===== src/rtl/wm_pkg.sv =====
`timescale 1ns/1ps
package wm_pkg;
    typedef enum logic [1:0] {
        RX_IDLE   = 2'd0,
        RX_LOW    = 2'd1,
        RX_URGENT = 2'd2
    } rx_state_e;
endpackage


===== src/rtl/wm_tx_thresh.sv =====
`timescale 1ns/1ps
module wm_tx_thresh #(
    parameter int CODE_W    = 5,
    parameter int CNT_W     = 12,
    parameter int UNIT_LOG2 = 6
) (
    input  logic              clk,
    input  logic              rst_n,
    input  logic [CNT_W-1:0]  fill_bytes,
    input  logic [CODE_W-1:0] thr_code,
    output logic              req
);
    localparam int THR_W = CODE_W + UNIT_LOG2 + 1;
    localparam int EXT_W = (CNT_W > THR_W) ? CNT_W : THR_W;

    logic [THR_W-1:0] thr_bytes;
    logic             reached;

    always_comb begin
        thr_bytes = (THR_W'(thr_code) + THR_W'(1)) << UNIT_LOG2;
        reached   = EXT_W'(fill_bytes) >= EXT_W'(thr_bytes);
    end

    always_ff @(posedge clk) begin
        if (!rst_n) req <= 1'b0;
        else        req <= reached;
    end

    // a request only follows a cycle where the threshold was met
    p_tx_thresh_r1: assert property (@(posedge clk) disable iff (!rst_n)
        req |-> $past(EXT_W'(fill_bytes) >=
                      EXT_W'((THR_W'(thr_code) + THR_W'(1)) << UNIT_LOG2)));
endmodule


===== src/rtl/wm_rx_fsm.sv =====
`timescale 1ns/1ps
module wm_rx_fsm
    import wm_pkg::*;
#(
    parameter int CNT_W = 10
) (
    input  logic             clk,
    input  logic             rst_n,
    input  logic [CNT_W-1:0] fill_words,
    input  logic [CNT_W-1:0] low_mark,
    input  logic [CNT_W-1:0] high_mark,
    input  logic             pkt_done,
    output logic             lo_hit,
    output logic             hi_hit,
    output logic             req_low,
    output logic             req_urgent
);
    rx_state_e state_q, state_d;
    logic      low_cond;

    always_comb begin
        lo_hit   = fill_words >= low_mark;
        hi_hit   = fill_words >= high_mark;
        low_cond = lo_hit | pkt_done;
    end

    // next-state logic
    always_comb begin
        state_d = state_q;
        unique case (state_q)
            RX_IDLE: begin
                if (hi_hit)        state_d = RX_URGENT;
                else if (low_cond) state_d = RX_LOW;
            end
            RX_LOW: begin
                if (hi_hit)         state_d = RX_URGENT;
                else if (!low_cond) state_d = RX_IDLE;
            end
            RX_URGENT: begin
                if (!hi_hit) state_d = low_cond ? RX_LOW : RX_IDLE;
            end
            default: state_d = RX_IDLE;
        endcase
    end

    // state register
    always_ff @(posedge clk) begin
        if (!rst_n) state_q <= RX_IDLE;
        else        state_q <= state_d;
    end

    // outputs decoded from the registered state
    always_comb begin
        req_low    = 1'b0;
        req_urgent = 1'b0;
        unique case (state_q)
            RX_IDLE:   ;
            RX_LOW:    req_low    = 1'b1;
            RX_URGENT: req_urgent = 1'b1;
            default:   ;
        endcase
    end

    p_one_prio_r3: assert property (@(posedge clk) disable iff (!rst_n)
        !(req_low && req_urgent));
    p_urgent_src_r3: assert property (@(posedge clk) disable iff (!rst_n)
        req_urgent |-> $past(fill_words >= high_mark));
    p_low_src_r2: assert property (@(posedge clk) disable iff (!rst_n)
        req_low |-> $past((fill_words >= low_mark || pkt_done) &&
                          !(fill_words >= high_mark)));
    p_pkt_forces_low_r4: assert property (@(posedge clk) disable iff (!rst_n)
        (pkt_done && !(fill_words >= high_mark)) |=> req_low);
endmodule


===== src/rtl/wm_pause_gen.sv =====
`timescale 1ns/1ps
module wm_pause_gen (
    input  logic clk,
    input  logic rst_n,
    input  logic lo_hit,
    input  logic hi_hit,
    output logic pause_req,
    output logic pause_zero
);
    logic lo_q, hi_q;
    logic lo_rise, hi_rise;

    always_comb begin
        lo_rise = lo_hit & ~lo_q;
        hi_rise = hi_hit & ~hi_q;
    end

    always_ff @(posedge clk) begin
        if (!rst_n) begin
            lo_q       <= 1'b0;
            hi_q       <= 1'b0;
            pause_req  <= 1'b0;
            pause_zero <= 1'b0;
        end else begin
            lo_q       <= lo_hit;
            hi_q       <= hi_hit;
            pause_req  <= lo_rise | hi_rise;
            pause_zero <= lo_rise & ~hi_rise;
        end
    end

    p_pause_cause_r7: assert property (@(posedge clk) disable iff (!rst_n)
        pause_req |-> ($past(lo_hit) || $past(hi_hit)));
    p_hi_pulse_once_r6: assert property (@(posedge clk) disable iff (!rst_n)
        (pause_req && !pause_zero) |=> !(pause_req && !pause_zero));
    p_zero_needs_req_r5: assert property (@(posedge clk) disable iff (!rst_n)
        pause_zero |-> pause_req);
endmodule


===== src/rtl/fifo_wmark_req.sv =====
`timescale 1ns/1ps
module fifo_wmark_req #(
    parameter int TX_CNT_W = 12,
    parameter int TX_CODE_W = 5,
    parameter int TX_UNIT_LOG2 = 6,
    parameter int RX_CNT_W = 10
) (
    input  logic                 clk,
    input  logic                 rst_n,
    input  logic [TX_CNT_W-1:0]  tx_fill_bytes,
    input  logic [TX_CODE_W-1:0] tx_thr_code,
    input  logic [RX_CNT_W-1:0]  rx_fill_words,
    input  logic [RX_CNT_W-1:0]  rx_low_mark,
    input  logic [RX_CNT_W-1:0]  rx_high_mark,
    input  logic                 rx_pkt_done,
    output logic                 tx_req,
    output logic                 rx_req_low,
    output logic                 rx_req_urgent,
    output logic                 pause_req,
    output logic                 pause_zero,
    output logic                 cfg_err
);
    logic lo_hit, hi_hit;

    wm_tx_thresh #(
        .CODE_W   (TX_CODE_W),
        .CNT_W    (TX_CNT_W),
        .UNIT_LOG2(TX_UNIT_LOG2)
    ) u_tx (
        .clk       (clk),
        .rst_n     (rst_n),
        .fill_bytes(tx_fill_bytes),
        .thr_code  (tx_thr_code),
        .req       (tx_req)
    );

    wm_rx_fsm #(.CNT_W(RX_CNT_W)) u_rx (
        .clk       (clk),
        .rst_n     (rst_n),
        .fill_words(rx_fill_words),
        .low_mark  (rx_low_mark),
        .high_mark (rx_high_mark),
        .pkt_done  (rx_pkt_done),
        .lo_hit    (lo_hit),
        .hi_hit    (hi_hit),
        .req_low   (rx_req_low),
        .req_urgent(rx_req_urgent)
    );

    wm_pause_gen u_pause (
        .clk       (clk),
        .rst_n     (rst_n),
        .lo_hit    (lo_hit),
        .hi_hit    (hi_hit),
        .pause_req (pause_req),
        .pause_zero(pause_zero)
    );

    always_ff @(posedge clk) begin
        if (!rst_n) cfg_err <= 1'b0;
        else        cfg_err <= !(rx_high_mark > rx_low_mark);
    end

    p_cfg_err_r8: assert property (@(posedge clk) disable iff (!rst_n)
        cfg_err |-> $past(rx_high_mark <= rx_low_mark));
    p_pause_hi_urgent_r6: assert property (@(posedge clk) disable iff (!rst_n)
        (pause_req && !pause_zero) |-> rx_req_urgent);
    p_pause_lo_req_r5: assert property (@(posedge clk) disable iff (!rst_n)
        (pause_req && pause_zero) |-> (rx_req_low || rx_req_urgent));
    p_reset_quiet_r9: assert property (@(posedge clk)
        $past(!rst_n) |-> !(tx_req || rx_req_low || rx_req_urgent ||
                            pause_req || cfg_err));
endmodule


===== config.mk =====
export PLATFORM = sky130hd
export DESIGN_NAME = fifo_wmark_req
export DESIGN_NICKNAME = d
export VERILOG_FILES = /design/src/rtl/wm_pkg.sv /design/src/rtl/wm_tx_thresh.sv /design/src/rtl/wm_rx_fsm.sv /design/src/rtl/wm_pause_gen.sv /design/src/rtl/fifo_wmark_req.sv
export SDC_FILE = /design/constraint.sdc
export NUM_CORES = 1
export LEC_CHECK = 0
export ABC_AREA = 1
export BUFFER_PORTS_ARGS = -buffer_cell sky130_fd_sc_hd__buf_2
export CAP_MARGIN = 20
export CORE_UTILIZATION = 49
export DETAILED_ROUTE_END_ITERATION = 10
export GPL_TIMING_DRIVEN = 0
export PLACE_DENSITY = 0.82
export SLEW_MARGIN = 20
export SYNTH_ARGS = -nofsm -noshare
export SYNTH_HDL_FRONTEND = slang
export SYNTH_HIERARCHICAL = 1
export SYNTH_SLANG_ARGS = --single-unit

===== constraint.sdc =====
create_clock -name clk -period 1.6 [get_ports clk]
set_input_delay 0.08 -clock clk [delete_from_list [all_inputs] [get_ports clk]]
set_output_delay 0.08 -clock clk [all_outputs]
set_load 0.02 [all_outputs]

==> impl_metrics.tcl, run 1 <==
set metrics [dict create \
    synthDistinctLibCells 17 \
    port_buffers 55 \
    syn-num-nets 301 \
    remaining_drc_errors 0 \
    maxSlewHeadroom_pct 82.90 \
    clk_pin_slew_ps 50 \
    ctsResizeCount 0 \
    period_minus_slack_ps 1178 \
    track_usage_pct 18.62 \
    yosysTopAreaCellShare_pct 34.16 \
    yosysMostFrequentCell "inv_1" \
    tightest_slew_ps 254.2 \
    status "finished clean" \
    slowest_stage "ha_1" \
    end_kind "register" \
    critPathLaunchType "primary input" \
    drv_cap 0 \
    clock-sinks 8 \
    cp.depth 11 \
    ys_ff_latch 8 \
    async_flop_share_pct 0 \
    clockRootBuffer "clkbuf_4" \
    reg2reg_setup_slack_ps 750 \
    synth-edff-count 0 \
    insertion_delay_ps 250 \
    rsz0062_at_grt "no" \
    min_path_cells 3 \
    cp_top_family "adder cells" \
    power_density_nw_per_um2 443.6 \
    post-cts-setup-buffers 0 \
    required_ps 1740 \
    tritoncts "done" \
    grt_first_pass_wirelength_um 4105 \
    met1_length_um 1110 \
    grt_max_degree 8 \
    vias 1342 \
    path_cells "buf_2, ha_1, nand3_1, xor2_1, ha_1, nand2_1, nor2_2, nand2_1, clkinv_1, nor2_1, a21oi_1" \
    drt_wl_total_um 2459 \
    netlist_instances 214 \
    first_pass_iters 6 \
    ios 56 \
    crit_fanout 3 \
    ant_nets 0 \
    fin_nets 361 \
    die_h_um 54.59 \
    core_um2 2545 \
    viasPerCell 4.444 \
    rows 18 \
    area_growth_pct 24.75 \
    power.leakage_uw 0.001141 \
    synth_commonest_cells "inv_1, nand2_1, ha_1" \
    cp_num_buf_inv 2 \
    grt_pass1_vias 1130 \
    ir_worst_vdd_uv 524.6 \
    gp_congestion 0.7461 \
    drv_slew 0 \
    cts_buffer_depth 2 \
    met2_length_um 1206 \
    dr_wl_met3_um 142 \
    yosysWarnings 6 \
    die_area_um2 2980 \
    diodes 0 \
    fill_cells 248 \
    netlist_area_um2 1355 \
    postCtsHoldBufs 0 \
    syn_avg_cell_area_um2 6.332 \
    ys.flop_type "dfxtp_1" \
    slowest_delay_ps 240 \
    wl_per_cell_um 8.142 \
    initial_core_util_pct 53.24 \
    setup_viol 0 \
    fmax_mhz 849.2 \
    cts_buffers 3 \
    yosys-top-cells-area "ha_1, inv_1, nand2_1" \
    fin_worst_skew_ps 1.753 \
    die_w_um 54.59 \
    hold_class "in -> reg" \
    whs_ps 52.15 \
    synth_top_area_cell "ha_1" \
    drive_gt1_share_pct 24.63 \
    ys_seq_area_share_pct 11.82 \
    path_class "in -> reg" \
    period_share_pct 73.60 \
    arrival_ps 1320 \
    antenna_found_initial 0 \
    finalHoldViolCount 0 \
    grt_remaining_overflow 0 \
    routed.top_layer "met3" \
    tns_ps 0 \
    hpwl_um 2279 \
    reg2reg_depth 3 \
    dr.first_iter.drc_count 22 \
    cts-htree-levels 1 \
]
-- where the power goes --
group / leakage [uW] / internal (uW) / total (uW) / switching (uW)
registers: 0.0000665 / 220 / 226 / 6.34
logic: 0.00106 / 168 / 376 / 207
clock network: 0.0000138 / 85.4 / 148 / 62.6
total: 0.00114 / 474 / 750 / 276
-- worst register-to-register path, stage by stage, from the launching register on --
cell and delay (ps):
dfxtp_1 310, a21boi_0 250, nand4_1 120, nor2_1 100
-- final cells by class --
type	count	area (um2)	share of cell area, %
Timing Repair Buffer	55	275.3	16.28
Inverter	64	240.2	14.21
Tap cell	30	37.54	2.221
Sequential cell	8	160.2	9.474
Clock buffer	3	22.52	1.332
Multi-Input combinational cell	142	954.7	56.48
-- metrics by stage --
step | power [uW] | cell area [um2] | utilization, % | setup slack (ps) | std cells
detailed placement | 610.4 | 1668 | 65.54 | 151.1 | 299
finish | 749.8 | 1690 | 66.42 | 422.4 | 302
floorplan | 476.6 | 1355 | - | 376.2 | 214
global route | 850.8 | 1690 | 66.42 | 281.9 | 302
CTS | 764.3 | 1690 | 66.42 | 415.4 | 302
global placement | 598.7 | 1668 | 65.54 | 151.8 | 299
-- placed cells by master, fill, tap and decap left out --
cell type  count
a21oi_1        9
nand4_1        2
nand3b_1       2
ha_1          37
nand2_1       54
nor2_1        13
nor2_2         6
nand3_2        3
nor2b_1        1
clkinv_1       1
nand3_1        9
xor2_1         2
clkbuf_4       3
a21boi_0       1
a21o_1         2
dfxtp_1        8
buf_2         55
xnor2_1        1
inv_1         63
-- registers in the layout (all words and copies together) (netlist names) --
signal / count
u_pause/lo_q: 1
u_rx/state_q: 2
cfg_err: 1
u_tx/req: 1
u_pause/pause_zero: 1
u_pause/hi_q: 1
u_pause/pause_req: 1
-- worst paths after layout --
check / start / to
worst max-delay path: tx_thr_code[0] / u_tx/req$_SDFF_PN0_
worst min-delay path: rx_pkt_done / u_rx/state_q[0]$_SDFFE_PN0P_
worst max register to register: u_rx/state_q[1]$_SDFFE_PN0P_ / u_rx/state_q[0]$_SDFFE_PN0P_
worst min register to register: u_pause/lo_q$_SDFF_PN0_ / u_pause/pause_zero$_SDFF_PN0_
-- per-layer routing --
layer / up-vias / global-route usage [%]
met5: - / 0
met4: 0 / 1.282
met3: 0 / 4.167
met2: 39 / 34.34
met1: 540 / 22.42
li1: 763 / -
-- logic make-up (layout without fill, tap and decap cells) --
group	after synthesis	count (layout)	share of synthesized area [%]
simple gates	90	90	29.36
fa+ha+maj	37	37	34.16
buf+inv	64	122	17.73
xor+xnor	3	3	1.939
compound gates	12	12	4.986
flops	8	8	11.82
No activity file was read; power rests on OpenSTA's default activity.
==> inputs of run 2 (changes only) <==
==> constraint.sdc (replaced) <==
create_clock -name clk -period 1.22 [get_ports clk]
set_input_delay 0.061 -clock clk [delete_from_list [all_inputs] [get_ports clk]]
set_output_delay 0.061 -clock clk [all_outputs]
set_load 0.02 [all_outputs]
==> run 2 against run 1 <==
  * Hold slack got worse by 19 ps
  * Combinational power increased by 33%
  * Sequential power is 31% higher
  * Utilization increased by 0.79 points
  * First-iteration DRC count is 4.5% lower
  * Die area unchanged
  * Via count grew 0.37%
  * Clock power is 31% higher
  * Sequential share of layout area is 0.11 points lower
  * Flip-flop and latch count stayed put
  * Final cell count stayed put
  * Routed wire length grew 0.69%
  * Highest routed layer unchanged
==> impl_metrics.tcl, run 2 (synthesis results as in run 1) <==
set metrics [dict create \
    ant_nets 0 \
    clockRootBuffer "clkbuf_4" \
    die_area_um2 2980 \
    layout_common_cells "inv_1, buf_2, nand2_1" \
    period_minus_slack_ps 1120 \
    die_w_um 54.59 \
    status "finished clean" \
    top_register "u_rx/state_q" \
    reg2reg_from "u_rx/state_q[1]$_SDFFE_PN0P_" \
    reg2reg_depth 3 \
    fill_cells 243 \
    min_path_cells 3 \
    fin_util_pct 67.21 \
    gp_congestion 0.7461 \
    insertion_delay_ps 250 \
    clk_pin_slew_ps 50 \
    drv_slew 0 \
    port_buffers 55 \
    reg2reg_setup_slack_ps 370 \
    viasPerCell 4.460 \
    area_growth_pct 26.22 \
    end_kind "register" \
    hold_class "in -> reg" \
    finalHoldViolCount 0 \
    wl_per_cell_um 8.199 \
    r2r_end "u_rx/state_q[0]$_SDFFE_PN0P_" \
    setup_ws_ps 99.51 \
    whs_ps 33.15 \
    maxSlewHeadroom_pct 82.90 \
    remaining_drc_errors 0 \
    track_usage_pct 18.62 \
    final_common_cell "inv_1" \
    min_from "rx_pkt_done" \
    drv_cap 0 \
    initial_core_util_pct 53.24 \
    fin_nets 361 \
    first_pass_iters 6 \
    ios 56 \
    post-cts-setup-buffers 0 \
    whs_endpoint "u_rx/state_q[0]$_SDFFE_PN0P_" \
    required_ps 1360 \
    drt_wl_total_um 2476 \
    cts_buffer_depth 2 \
    dr.first_iter.drc_count 21 \
    cts-htree-levels 1 \
    die_h_um 54.59 \
    ir_worst_vdd_uv 702.3 \
    path_class "in -> reg" \
    tns_ps 0 \
    diodes 0 \
    rsz0062_at_grt "no" \
    grt_first_pass_wirelength_um 4105 \
    place_ws_ps -209.9 \
    largest_reg_flops 2 \
    rows 18 \
    period_share_pct 91.84 \
    vias 1347 \
    grt_max_degree 8 \
    arrival_ps 1260 \
    tritoncts "done" \
    power_density_nw_per_um2 579.6 \
    fmax_mhz 892.5 \
    cts_buffers 3 \
    crit_fanout 3 \
    tightest_slew_ps 254.2 \
    grt_remaining_overflow 0 \
    grt_pass1_vias 1130 \
    critPathLaunchType "primary input" \
    fin_worst_skew_ps 1.753 \
    power.leakage_uw 0.001141 \
    setup_viol 0 \
    clock-sinks 8 \
    antenna_found_initial 0 \
    hpwl_um 2279 \
    drive_gt1_share_pct 25.74 \
    core_um2 2545 \
]
-- run 2: changes by cell type in the layout (fill, tap and decap cells not counted) --
cell / change
nand2_1: -1
ha_4: +1
ha_1: -1
nand3_1: -1
nand2_2: +1
nand3_2: +1
-- run 2: how the worst max path moves through the flow --
stage / endpoint / start / cells past startpoint / slack (ps)
6_report: u_tx/req$_SDFF_PN0_ / tx_thr_code[0] / 11 / 100
2_1_floorplan: u_tx/req$_SDFF_PN0_ / tx_thr_code[0] / 10 / 20
3_3_place_gp: u_tx/req$_SDFF_PN0_ / tx_thr_code[0] / 11 / -210
3_5_place_dp: u_tx/req$_SDFF_PN0_ / tx_thr_code[0] / 11 / -210
4_1_cts: u_tx/req$_SDFF_PN0_ / tx_thr_code[0] / 11 / 50
5_1_grt: u_tx/req$_SDFF_PN0_ / tx_thr_code[0] / 11 / 20
-- run 2: stage by stage --
| stage | power [uW] | instance area [um2] | std cells |
|---|---|---|---|
| after floorplan | 625.0 | 1355 | 214 |
| after global placement | 785.1 | 1668 | 299 |
| after detailed placement | 800.5 | 1668 | 299 |
| after CTS | 1002 | 1690 | 302 |
| after global routing | 1124 | 1710 | 302 |
| final | 991.4 | 1710 | 302 |
-- run 2: cell type report --
type / instances / area (um2) / area share (%)
Tap cell: 30 / 37.54 / 2.195
Timing Repair Buffer: 55 / 275.3 / 16.09
Multi-Input combinational cell: 142 / 974.7 / 56.99
Inverter: 64 / 240.2 / 14.05
Clock buffer: 3 / 22.52 / 1.317
Sequential cell: 8 / 160.2 / 9.364
-- run 2: worst max-delay path, cell delays in order --
cell and delay [ps]:
buf_2 120, ha_4 150, nand3_2 80, xor2_1 160, ha_1 300, nand2_2 80, nor2_2 50, nand2_1 60
clkinv_1 60, nor2_1 90, a21oi_1 60
-- run 2: metal layers --
layer,track usage [%],vias to the layer above,routed length [um]
met2,34.34,39,1224
met1,22.42,545,1109
met4,1.282,0,0
met3,4.167,0,142
li1,-,763,-
met5,0,-,0
-- run 2: power breakdown --
part | leakage (uW) | internal, uW | total [uW] | switching (uW)
Combinational | 0.00106 | 225 | 501 | 276
Clock | 0.0000138 | 112 | 194 | 82.1
Sequential | 0.0000665 | 288 | 297 | 8.32
Total | 0.00114 | 625 | 991 | 366
-- run 2: what timing repair did --
item	CTS	global route
resized for setup	0	4
endpoints found under the hold margin	0	0
hold buffers	0	0
setup endpoints to repair	0	1
